$ cat src/rtl/mtbl_pkg.sv
package mtbl_pkg;
    localparam int MAC_W  = 48;
    localparam int DB_W   = 6;
    localparam int PORTS  = 8;
    localparam int ST_W   = 4;
    localparam int HALF_W = PORTS / 2;

    localparam logic [ST_W-1:0] ST_NONE   = 4'h0;
    localparam logic [ST_W-1:0] ST_STATIC = 4'hE;
    localparam logic [ST_W-1:0] ST_MOVE   = 4'hF;

    localparam logic [2:0] OPC_LOAD = 3'd1;
    localparam logic [2:0] OPC_NEXT = 3'd2;

    localparam logic [2:0] RA_OP   = 3'd0;
    localparam logic [2:0] RA_DATA = 3'd1;
    localparam logic [2:0] RA_MACH = 3'd2;
    localparam logic [2:0] RA_MACM = 3'd3;
    localparam logic [2:0] RA_MACL = 3'd4;
    localparam logic [2:0] RA_STAT = 3'd5;

    typedef struct packed {
        logic [ST_W-1:0]  st;
        logic             trunk;
        logic [PORTS-1:0] pvec;
        logic [DB_W-1:0]  db;
        logic [MAC_W-1:0] mac;
    } ent_t;

    typedef enum logic [2:0] {
        S_IDLE,
        S_LOAD_SCAN,
        S_LOAD_COMMIT,
        S_NEXT_SCAN,
        S_NEXT_DONE,
        S_FLUSH_SCAN
    } fsm_e;
endpackage

$ cat src/rtl/mtbl_store.sv
module mtbl_store
    import mtbl_pkg::*;
#(
    parameter int ENTRIES = 16,
    localparam int IDX_W = $clog2(ENTRIES)
) (
    input  logic             clk,
    input  logic             rst_n,
    input  logic             we,
    input  logic [IDX_W-1:0] widx,
    input  ent_t             wentry,
    input  logic [IDX_W-1:0] ridx,
    output ent_t             rentry
);
    ent_t mem [ENTRIES];

    always_ff @(posedge clk) begin
        if (!rst_n) begin
            for (int i = 0; i < ENTRIES; i++) mem[i] <= '0;
        end else if (we) begin
            mem[widx] <= wentry;
        end
    end

    assign rentry = mem[ridx];
endmodule

$ cat src/rtl/mtbl_cmp.sv
module mtbl_cmp
    import mtbl_pkg::*;
(
    input  ent_t             ent,
    input  logic [MAC_W-1:0] key_mac,
    input  logic [DB_W-1:0]  key_db,
    output logic             valid,
    output logic             db_eq,
    output logic             mac_eq,
    output logic             mac_after,
    output logic             is_static
);
    always_comb begin
        valid     = (ent.st != ST_NONE);
        db_eq     = (ent.db == key_db);
        mac_eq    = (ent.mac == key_mac);
        mac_after = (&key_mac) || (ent.mac > key_mac);
        is_static = (ent.st == ST_STATIC);
    end
endmodule

$ cat src/rtl/mtbl_flush.sv
module mtbl_flush
    import mtbl_pkg::*;
(
    input  ent_t             ent,
    input  logic             sel,
    input  logic [ST_W-1:0]  cmd_st,
    input  logic [PORTS-1:0] cmd_pvec,
    output logic             upd,
    output ent_t             nxt
);
    localparam int PIDX_W = $clog2(PORTS);
    localparam logic [HALF_W-1:0] PORT_LIM = HALF_W'(PORTS);

    logic [HALF_W-1:0] src;
    logic [HALF_W-1:0] dst;

    always_comb begin
        src = cmd_pvec[HALF_W-1:0];
        dst = cmd_pvec[PORTS-1:HALF_W];
        nxt = ent;
        upd = 1'b0;
        if (sel) begin
            if (cmd_st == ST_NONE) begin
                upd    = 1'b1;
                nxt    = '0;
            end else if (cmd_st == ST_MOVE && src < PORT_LIM
                         && ent.pvec[src[PIDX_W-1:0]]) begin
                upd = 1'b1;
                nxt.pvec[src[PIDX_W-1:0]] = 1'b0;
                if (dst < PORT_LIM) nxt.pvec[dst[PIDX_W-1:0]] = 1'b1;
                if (nxt.pvec == '0) nxt = '0;
            end
        end
    end
endmodule

$ cat src/rtl/mac_tbl_engine.sv
module mac_tbl_engine
    import mtbl_pkg::*;
#(
    parameter int ENTRIES = 16,
    localparam int IDX_W = $clog2(ENTRIES)
) (
    input  logic        clk,
    input  logic        rst_n,
    input  logic        host_we,
    input  logic [2:0]  host_addr,
    input  logic [15:0] host_wdata,
    output logic [15:0] host_rdata
);
    fsm_e             st_q, st_d;
    logic [IDX_W-1:0] idx_q;
    logic [MAC_W-1:0] mac_r;
    logic [15:0]      data_r;
    logic [2:0]       opc_r;
    logic [DB_W-1:0]  db_r;
    logic             full_r;
    logic             hit_q, free_q, fnd_q;
    logic [IDX_W-1:0] hit_idx_q, free_idx_q;
    logic [MAC_W-1:0] best_mac_q;
    logic [15:0]      best_data_q;

    logic             busy, op_go, last;
    ent_t             rent, new_ent, fl_nxt, tbl_went;
    logic             tbl_we, fl_upd, fl_sel;
    logic [IDX_W-1:0] tbl_widx;
    logic             c_valid, c_db_eq, c_mac_eq, c_after, c_static;

    assign busy  = (st_q != S_IDLE);
    assign op_go = host_we && host_addr == RA_OP && host_wdata[15] && !busy;
    assign last  = (idx_q == IDX_W'(ENTRIES - 1));

    mtbl_store #(.ENTRIES(ENTRIES)) u_store (
        .clk(clk), .rst_n(rst_n), .we(tbl_we), .widx(tbl_widx),
        .wentry(tbl_went), .ridx(idx_q), .rentry(rent)
    );

    mtbl_cmp u_cmp (
        .ent(rent), .key_mac(mac_r), .key_db(db_r), .valid(c_valid),
        .db_eq(c_db_eq), .mac_eq(c_mac_eq), .mac_after(c_after),
        .is_static(c_static)
    );

    assign fl_sel = c_valid && (!opc_r[1] || c_db_eq) && (!opc_r[0] || !c_static);

    mtbl_flush u_flush (
        .ent(rent), .sel(fl_sel), .cmd_st(data_r[3:0]),
        .cmd_pvec(data_r[11:4]), .upd(fl_upd), .nxt(fl_nxt)
    );

    // next-state logic
    always_comb begin
        st_d = st_q;
        unique case (st_q)
            S_IDLE: begin
                if (op_go) begin
                    if (host_wdata[14:12] == OPC_LOAD)      st_d = S_LOAD_SCAN;
                    else if (host_wdata[14:12] == OPC_NEXT) st_d = S_NEXT_SCAN;
                    else if (host_wdata[14])                st_d = S_FLUSH_SCAN;
                end
            end
            S_LOAD_SCAN:   if (last) st_d = S_LOAD_COMMIT;
            S_LOAD_COMMIT: st_d = S_IDLE;
            S_NEXT_SCAN:   if (last) st_d = S_NEXT_DONE;
            S_NEXT_DONE:   st_d = S_IDLE;
            S_FLUSH_SCAN:  if (last) st_d = S_IDLE;
            default:       st_d = S_IDLE;
        endcase
    end

    // state and data registers
    always_ff @(posedge clk) begin
        if (!rst_n) begin
            st_q        <= S_IDLE;
            idx_q       <= '0;
            mac_r       <= '0;
            data_r      <= '0;
            opc_r       <= '0;
            db_r        <= '0;
            full_r      <= 1'b0;
            hit_q       <= 1'b0;
            free_q      <= 1'b0;
            fnd_q       <= 1'b0;
            hit_idx_q   <= '0;
            free_idx_q  <= '0;
            best_mac_q  <= '0;
            best_data_q <= '0;
        end else begin
            st_q <= st_d;
            unique case (st_q)
                S_IDLE: begin
                    idx_q <= '0;
                    if (host_we) begin
                        unique case (host_addr)
                            RA_OP: begin
                                opc_r <= host_wdata[14:12];
                                db_r  <= {host_wdata[9:8], host_wdata[3:0]};
                            end
                            RA_DATA: data_r         <= host_wdata;
                            RA_MACH: mac_r[47:32]   <= host_wdata;
                            RA_MACM: mac_r[31:16]   <= host_wdata;
                            RA_MACL: mac_r[15:0]    <= host_wdata;
                            default: ;
                        endcase
                    end
                    if (op_go) begin
                        hit_q  <= 1'b0;
                        free_q <= 1'b0;
                        fnd_q  <= 1'b0;
                    end
                end
                S_LOAD_SCAN: begin
                    idx_q <= idx_q + 1'b1;
                    if (c_valid && c_db_eq && c_mac_eq) begin
                        hit_q     <= 1'b1;
                        hit_idx_q <= idx_q;
                    end
                    if (!c_valid && !free_q) begin
                        free_q     <= 1'b1;
                        free_idx_q <= idx_q;
                    end
                end
                S_LOAD_COMMIT: begin
                    if (!hit_q && !free_q && data_r[3:0] != ST_NONE) full_r <= 1'b1;
                end
                S_NEXT_SCAN: begin
                    idx_q <= idx_q + 1'b1;
                    if (c_valid && c_db_eq && c_after
                        && (!fnd_q || rent.mac < best_mac_q)) begin
                        fnd_q       <= 1'b1;
                        best_mac_q  <= rent.mac;
                        best_data_q <= {rent.trunk, 3'b000, rent.pvec, rent.st};
                    end
                end
                S_NEXT_DONE: begin
                    mac_r  <= fnd_q ? best_mac_q : '1;
                    data_r <= fnd_q ? best_data_q : '0;
                end
                S_FLUSH_SCAN: idx_q <= idx_q + 1'b1;
                default: ;
            endcase
        end
    end

    // outputs: table write port and host read mux
    always_comb begin
        new_ent = '{st: data_r[3:0], trunk: data_r[15], pvec: data_r[11:4],
                    db: db_r, mac: mac_r};
        if (data_r[3:0] == ST_NONE) new_ent = '0;
        tbl_we   = 1'b0;
        tbl_widx = idx_q;
        tbl_went = rent;
        unique case (st_q)
            S_FLUSH_SCAN: begin
                tbl_we   = fl_upd;
                tbl_went = fl_nxt;
            end
            S_LOAD_COMMIT: begin
                tbl_went = new_ent;
                if (hit_q) begin
                    tbl_we   = 1'b1;
                    tbl_widx = hit_idx_q;
                end else if (free_q && data_r[3:0] != ST_NONE) begin
                    tbl_we   = 1'b1;
                    tbl_widx = free_idx_q;
                end
            end
            default: ;
        endcase

        unique case (host_addr)
            RA_OP:   host_rdata = {busy, opc_r, 2'b00, db_r[5:4], 4'h0, db_r[3:0]};
            RA_DATA: host_rdata = data_r;
            RA_MACH: host_rdata = mac_r[47:32];
            RA_MACM: host_rdata = mac_r[31:16];
            RA_MACL: host_rdata = mac_r[15:0];
            RA_STAT: host_rdata = {15'h0000, full_r};
            default: host_rdata = 16'h0000;
        endcase
    end
endmodule

$ cat config.mk
export PLATFORM = sky130hd
export DESIGN_NAME = mac_tbl_engine
export DESIGN_NICKNAME = d
export VERILOG_FILES = /design/src/rtl/mtbl_pkg.sv /design/src/rtl/mtbl_store.sv /design/src/rtl/mtbl_cmp.sv /design/src/rtl/mtbl_flush.sv /design/src/rtl/mac_tbl_engine.sv
export SDC_FILE = /design/constraint.sdc
export NUM_CORES = 2
export LEC_CHECK = 0
export BUFFER_PORTS_ARGS = -buffer_cell sky130_fd_sc_hd__buf_2
export CORE_MARGIN = 8
export CORE_UTILIZATION = 40
export DETAILED_ROUTE_END_ITERATION = 8
export PLACE_DENSITY = 0.55
export SLEW_MARGIN = 20
export SYNTH_ARGS = -nofsm -noshare
export SYNTH_HDL_FRONTEND = slang
export SYNTH_SLANG_ARGS = --single-unit
$ cat constraint.sdc
create_clock -name clk -period 6.6 [get_ports clk]
set_input_delay 1.65 -clock clk [delete_from_list [all_inputs] [get_ports clk]]
set_output_delay 1.65 -clock clk [all_outputs]
set_load 0.01 [all_outputs]
# ---- Word level (Yosys, flattened, before mapping)
# Memory sizes are Yosys's and may differ from the RTL's. A register that Yosys moved wholly into a read port is not among the register bits.
# Index checks and enable logic that the tools add are counted.
dict set report totals {
  register_bits 153
  ram_bits 1072
  in_bits 22
  out_inout_bits 16
  word_cells 176
  n_memories 1
}
# name depth width rd rd_clocked_by_memory_dff write_ports line_no
set memory_table {}
lappend memory_table {u_store.mem 16 67 1 1 16 mtbl_store.sv:15} ;# ent_t mem [ENTRIES];
dict set report classes {
  add_sub_neg 1
  order_cmp 8
  eq_ne 30
  n_mux 61
  bitwise_logic 3
  reduce_logical 56
}
# cell count
set ops {}
lappend ops {{$mux W67} 6}
lappend ops {{$pmux W67 S2} 1}
lappend ops {{$mux W16} 6}
lappend ops {{$mux W48} 2}
lappend ops {{$pmux W16 S6} 1}
lappend ops {{$pmux W48 S2} 1}
lappend ops {{$reduce_or A67 Y1} 1}
lappend ops {{$eq A48 B48 Y1} 1}
lappend ops {{$gt A48 B48 Y1} 1}
lappend ops {{$lt A48 B48 Y1} 1}
lappend ops {{$reduce_and A48 Y1} 1}
lappend ops {{$mux W8} 4}
lappend ops {{$pmux W16 S2} 1}
lappend ops {{$mux W4} 6}
lappend ops {{$ne A2 B2 Y1 const B} 12}
lappend ops {{$reduce_and A3 Y1} 8}
lappend ops {{$mux W3} 7}
lappend ops {{$logic_and A1 B1 Y1} 17}
lappend ops {{$mux W1} 17}
lappend ops {{$eq A3 B2 Y1 const B} 5}
lappend ops {{$eq A3 B3 Y1 const B} 4}
lappend ops {{$eq A4 B4 Y1 const B} 3}
lappend ops {{$pmux W3 S4} 1}
lappend ops {{$eq A3 B1 Y1 const B} 3}
lappend ops {{24 further kinds} 49}

# ---- Depth between registers and ports, before layout
dict set report logic_depth {
  word_depth 18
  mapped_depth 21
  mapped_depth_nobuf 13
}

# ---- Hierarchy
# A second synthesis with hierarchy kept.
dict set report unflattened {
  hier_cells 4470
  area_unflattened_um2 59761.1
}
# module n_inst cells_each area_each_um2 seq_area_each_um2
set by_module_without_submodules {}
lappend by_module_without_submodules {mtbl_store 1 2926 47759.6 32190.9}
lappend by_module_without_submodules {mac_tbl_engine 1 1197 9570.4 3062.9}
lappend by_module_without_submodules {mtbl_cmp 1 200 1425.1 0.0}
lappend by_module_without_submodules {mtbl_flush 1 147 1006.0 0.0}

# ---- Least setup slack after synthesis
# Ideal clock, no wire load.
dict set report synth_timing {
  path_kind {reg-to-reg}
  from {reg (tool-made name)}
  to {reg best_data_q[0]}
  setup_ns 0.072
  arrival_ns 5.415
  required_ns 6.528
  setup_slack_ns 1.113
  path_stages_with_launch 22
  path_buffers 9
  period_less_slack_ns 5.487
  path_cell_list {dfxtp_1 buf_4 buf_6 buf_4 buf_2 buf_2 clkbuf_1 clkbuf_1 mux4_2 mux4_2 ha_1 a211oi_1 o211ai_1 a31o_2 a21oi_1 a21oi_1 o41ai_1 a22oi_1 nand3_1 buf_2 buf_6 mux2i_1}
}
# item line_no
set synth_lines {}
lappend synth_lines {{end signal: assignment} mac_tbl_engine.sv:135} ;# best_data_q <= {rent.trunk, 3'b000, rent.pvec, rent.st};
lappend synth_lines {{end: declaration} mac_tbl_engine.sv:24} ;# logic [15:0] best_data_q;

==> impl_results.rst <==
.. list-table::
   :header-rows: 1

   * - Metric
     - Value
   * - Number of warnings reported in the yosys synthesis log
     - 0
   * - Non-filler instance count after layout
     - approximately 6300
   * - Classification of the worst setup path
     - flop to flop
   * - Via-per-instance ratio
     - 6.04
   * - Crit path largest cell delay
     - between 0.6 and 0.7 ns
   * - Final standard cell area without fillers
     - 0.0646 mm^2
   * - Setup TNS
     - 0 ns
   * - Mapped Nets
     - between 4000 and 5000
   * - Critical path arrival
     - approximately 6.3 ns
   * - Effective utilization at floorplan
     - 40.3%
   * - Data required time of the critical path
     - just over 7 ns
   * - Vias post-DR
     - approximately 38000
   * - Worst vdd rail ir drop
     - between 0.0002 and 0.00025 V
   * - Area of the mapped netlist
     - slightly below 0.06 mm^2
   * - Share of the yosys chip area belonging to registers
     - slightly above 60%
   * - Worst slew slack as a fraction of its limit
     - between 20% and 30%
   * - Leading cell type by number of instances after synthesis
     - nor2_1
   * - Post-CTS Hold Fix Bufs
     - 0
   * - Top area cells in the synthesized netlist
     - edfxtp_1 (56%), mux4_2 (12%), nor2_1 (7.4%)
   * - Fraction of registers with async set or reset after synthesis
     - 0%
   * - Setup repair after global routing missed its margin
     - false
   * - Fmax
     - between 150 and 200 MHz
   * - Share of layout cells above drive strength 1
     - between 10% and 20%
   * - Crit path buffers/inverters
     - 3
   * - Family of cells with the greatest summed delay on the critical path
     - multiplexers
   * - Growth of design area from synthesis to finish
     - 11.8%
   * - Number of enable flip-flop cells after synthesis
     - 1072
   * - Antenna Nets Post-Route
     - 0
   * - Setup bufs post-CTS
     - 0
   * - Clock edge transition at the registers on the reported setup and hold paths
     - about 0.06 ns
   * - Final Skew
     - slightly above 0.03 ns
   * - Library cells used by synthesis
     - 81
   * - Drt initial violations
     - roughly 4700
   * - Final weighted congestion in routability-driven placement
     - between 0.9 and 1
   * - Total I/O pin count
     - 38
   * - Run status
     - finished, final reports clean
   * - Post-CTS sizing
     - 0
   * - Die height
     - around 400 um
   * - Slew @ Worst Pin
     - roughly 1.1 ns
   * - Leakage Power
     - about 0.022 uW
   * - Cell breakdown of the critical path
     - buf_12 -> buf_12 -> mux4_2 -> mux4_2 -> ha_1 -> nand2_1 -> nor2_1 -> nand4_1 -> or3_1 -> a21oi_1 -> o41ai_1 -> a22oi_1 -> nand3_4 -> buf_12 -> mux2i_1
   * - Net count reported at finish
     - ~4400
   * - Final slew viol count
     - 0
   * - TritonCTS Buffers
     - between 100 and 150
   * - Max-cap violations
     - 0
   * - Most frequent cell on the critical path
     - buf_12
   * - Number of endpoints with negative hold slack in the final report
     - 0
   * - Number of register bits inferred by synthesis
     - ~1200
   * - Core ar.
     - roughly 0.14 mm^2
   * - Critical Path Start Type
     - flop
   * - Pin count of the biggest net entering global routing
     - 80
   * - Post-synth top area cell
     - edfxtp_1
   * - Element type at the critical path end
     - flop
   * - Post-DP HPWL
     - around 110000 um
   * - Most frequent cells after synthesis
     - nor2_1 (1136), edfxtp_1 (1072), mux4_2 (301)
   * - Area share of the largest cell type after synthesis
     - approximately 56%
   * - Sinks on Clock Net
     - roughly 1200
   * - Placed standard-cell area
     - 0.0604 mm^2
   * - Part of the cycle the worst path needs
     - 86.3%
   * - Aggregate routed wire length
     - approximately 190000 um
   * - Post-detailed-route wirelength per cell
     - between 20 and 30 um
   * - First-pass iteration count of the detailed router
     - 5
   * - Number of H-tree levels
     - 4
   * - Number of placement rows
     - between 100 and 150
   * - Global route overflow
     - 0
   * - Final period demand of the worst path
     - approximately 5.7 ns
   * - Layout fillers
     - around 13000
   * - Cell count after placement
     - between 6000 and 7000
   * - Cell with the largest stage delay on the worst path
     - dfxtp_4
   * - Setup slack after placement
     - between 0.8 and 0.9 ns
   * - Power density normalized to cell area
     - roughly 330 mW/mm^2
   * - Clock latency on the worst-skew pair
     - slightly below 0.8 ns
   * - Final setup slack of the worst path
     - between 0.9 and 1 ns
   * - Post-Syn Instances
     - approximately 4400
   * - Total track usage
     - 23.5%
   * - Wire length of the first global-routing pass
     - 270000 um
   * - Crit Path Max Fanout
     - 62
   * - Final core area utilization
     - between 40% and 50%
   * - Clock tree from TritonCTS
     - yes
   * - Die width
     - approximately 400 um
   * - Via count of the first global-routing pass
     - about 37000
   * - Class of the most critical hold timing path
     - flop to flop
   * - Die area
     - 0.157 mm^2
   * - # DRC
     - 0
   * - IO buf count
     - 37
   * - Antenna violations before repair
     - 3
   * - Number of endpoints failing setup at the final stage
     - 0
   * - Clock root cell
     - clkbuf_16
   * - Bufs on Longest Clock Path
     - 3
   * - Mean area per synthesized cell
     - 13.2 um^2
   * - Main synth FF type
     - edfxtp_1
## state kept, by name, summed over array words and instances, names as in the netlist, named ones only
signal and flops:
best_mac_q 48, st_q 3, opc_r 3, full_r 1, db_r 6, mac_r 48, u_store.mem 1072, best_data_q 13
hit_q 1, fnd_q 1, idx_q 4, free_idx_q 4, free_q 1, hit_idx_q 4, data_r 16
## stage by stage
step	power (uW)	hold slack, ns
6_report	21400	0.459
5_1_grt	22100	0.475
4_1_cts	21500	0.459
3_5_place_dp	14200	0.451
3_3_place_gp	14100	0.444
2_1_floorplan	12500	0.431
## metal layers
metal	global-route usage [%]	vias up	share of wire (%)
met5	0.554	-	0.066
met1	33.5	19800	43
li1	-	16100	-
met2	36.8	1868	46
met3	4.36	309	8.7
met4	6.59	2	2.6
## report_power, final
group          internal, uW  total (uW)  switching [uW]  leakage (uW)
Clock                  4200        7330            3120       0.00204
Combinational          1730        4600            2880       0.00788
Sequential             8830        9440             609        0.0123
Total                 14800       21400            6610        0.0222
## layout by cell type, fill, tap and decap left out, types with 20 or more instances in the layout
cell / count
nor3_1: 31
mux2i_1: 170
dfxtp_1: 151
mux4_2: 301
nand2_1: 280
inv_1: 107
nor2_1: 1134
a21o_1: 20
clkbuf_16: 140
a32oi_2: 45
a41o_1: 47
nand4_1: 48
buf_2: 36
nand3_1: 26
nor2b_1: 23
buf_4: 83
o21ai_0: 43
edfxtp_1: 1072
ha_1: 96
buf_12: 43
a21oi_1: 70
a211oi_1: 23
clkbuf_1: 47
a31oi_1: 58
a22oi_1: 38
## tightest hold or removal path: stages (launching register included)
cell     delay (ns)
dfxtp_1        0.30
nand2_1        0.05
mux2i_1        0.05
## path summary, 6_finish.rpt
path	startpoint	cells after the start	slack, ns	to
setup / recovery	flop	15	0.91	best_data_q[9]
hold / removal	best_mac_q[40]	2	0.46	best_mac_q[40]
setup reg to reg	flop	15	0.91	best_data_q[9]
hold reg to reg	best_mac_q[40]	2	0.46	best_mac_q[40]
## final cells by class
class	instances	area, um^2	share of cell area, %
inverter	109	412	0.637
antenna	2	5.00	0.00774
multi-input combinational	2671	20600	31.9
timing repair buffer	163	1680	2.59
tap	1903	2380	3.68
sequential	1229	35300	54.7
clock buffer	191	3720	5.76
clock inverter	45	445	0.689
## logic make-up (layout without fill, tap and decap cells)
group,count (synthesis),count (layout),share of synthesized area (%)
XOR/XNOR,16,16,0.242
AO/OA/AOI/OAI,437,437,6.44
buffers and inverters,494,508,3.70
adder cells (fa/ha/maj),96,96,2.08
AND/OR/NAND/NOR,1638,1638,11.5
other,0,2,0
flip-flops,1229,1229,61.1
multiplexers,484,484,14.9
Note: power is estimated with default switching activity, not from simulation.
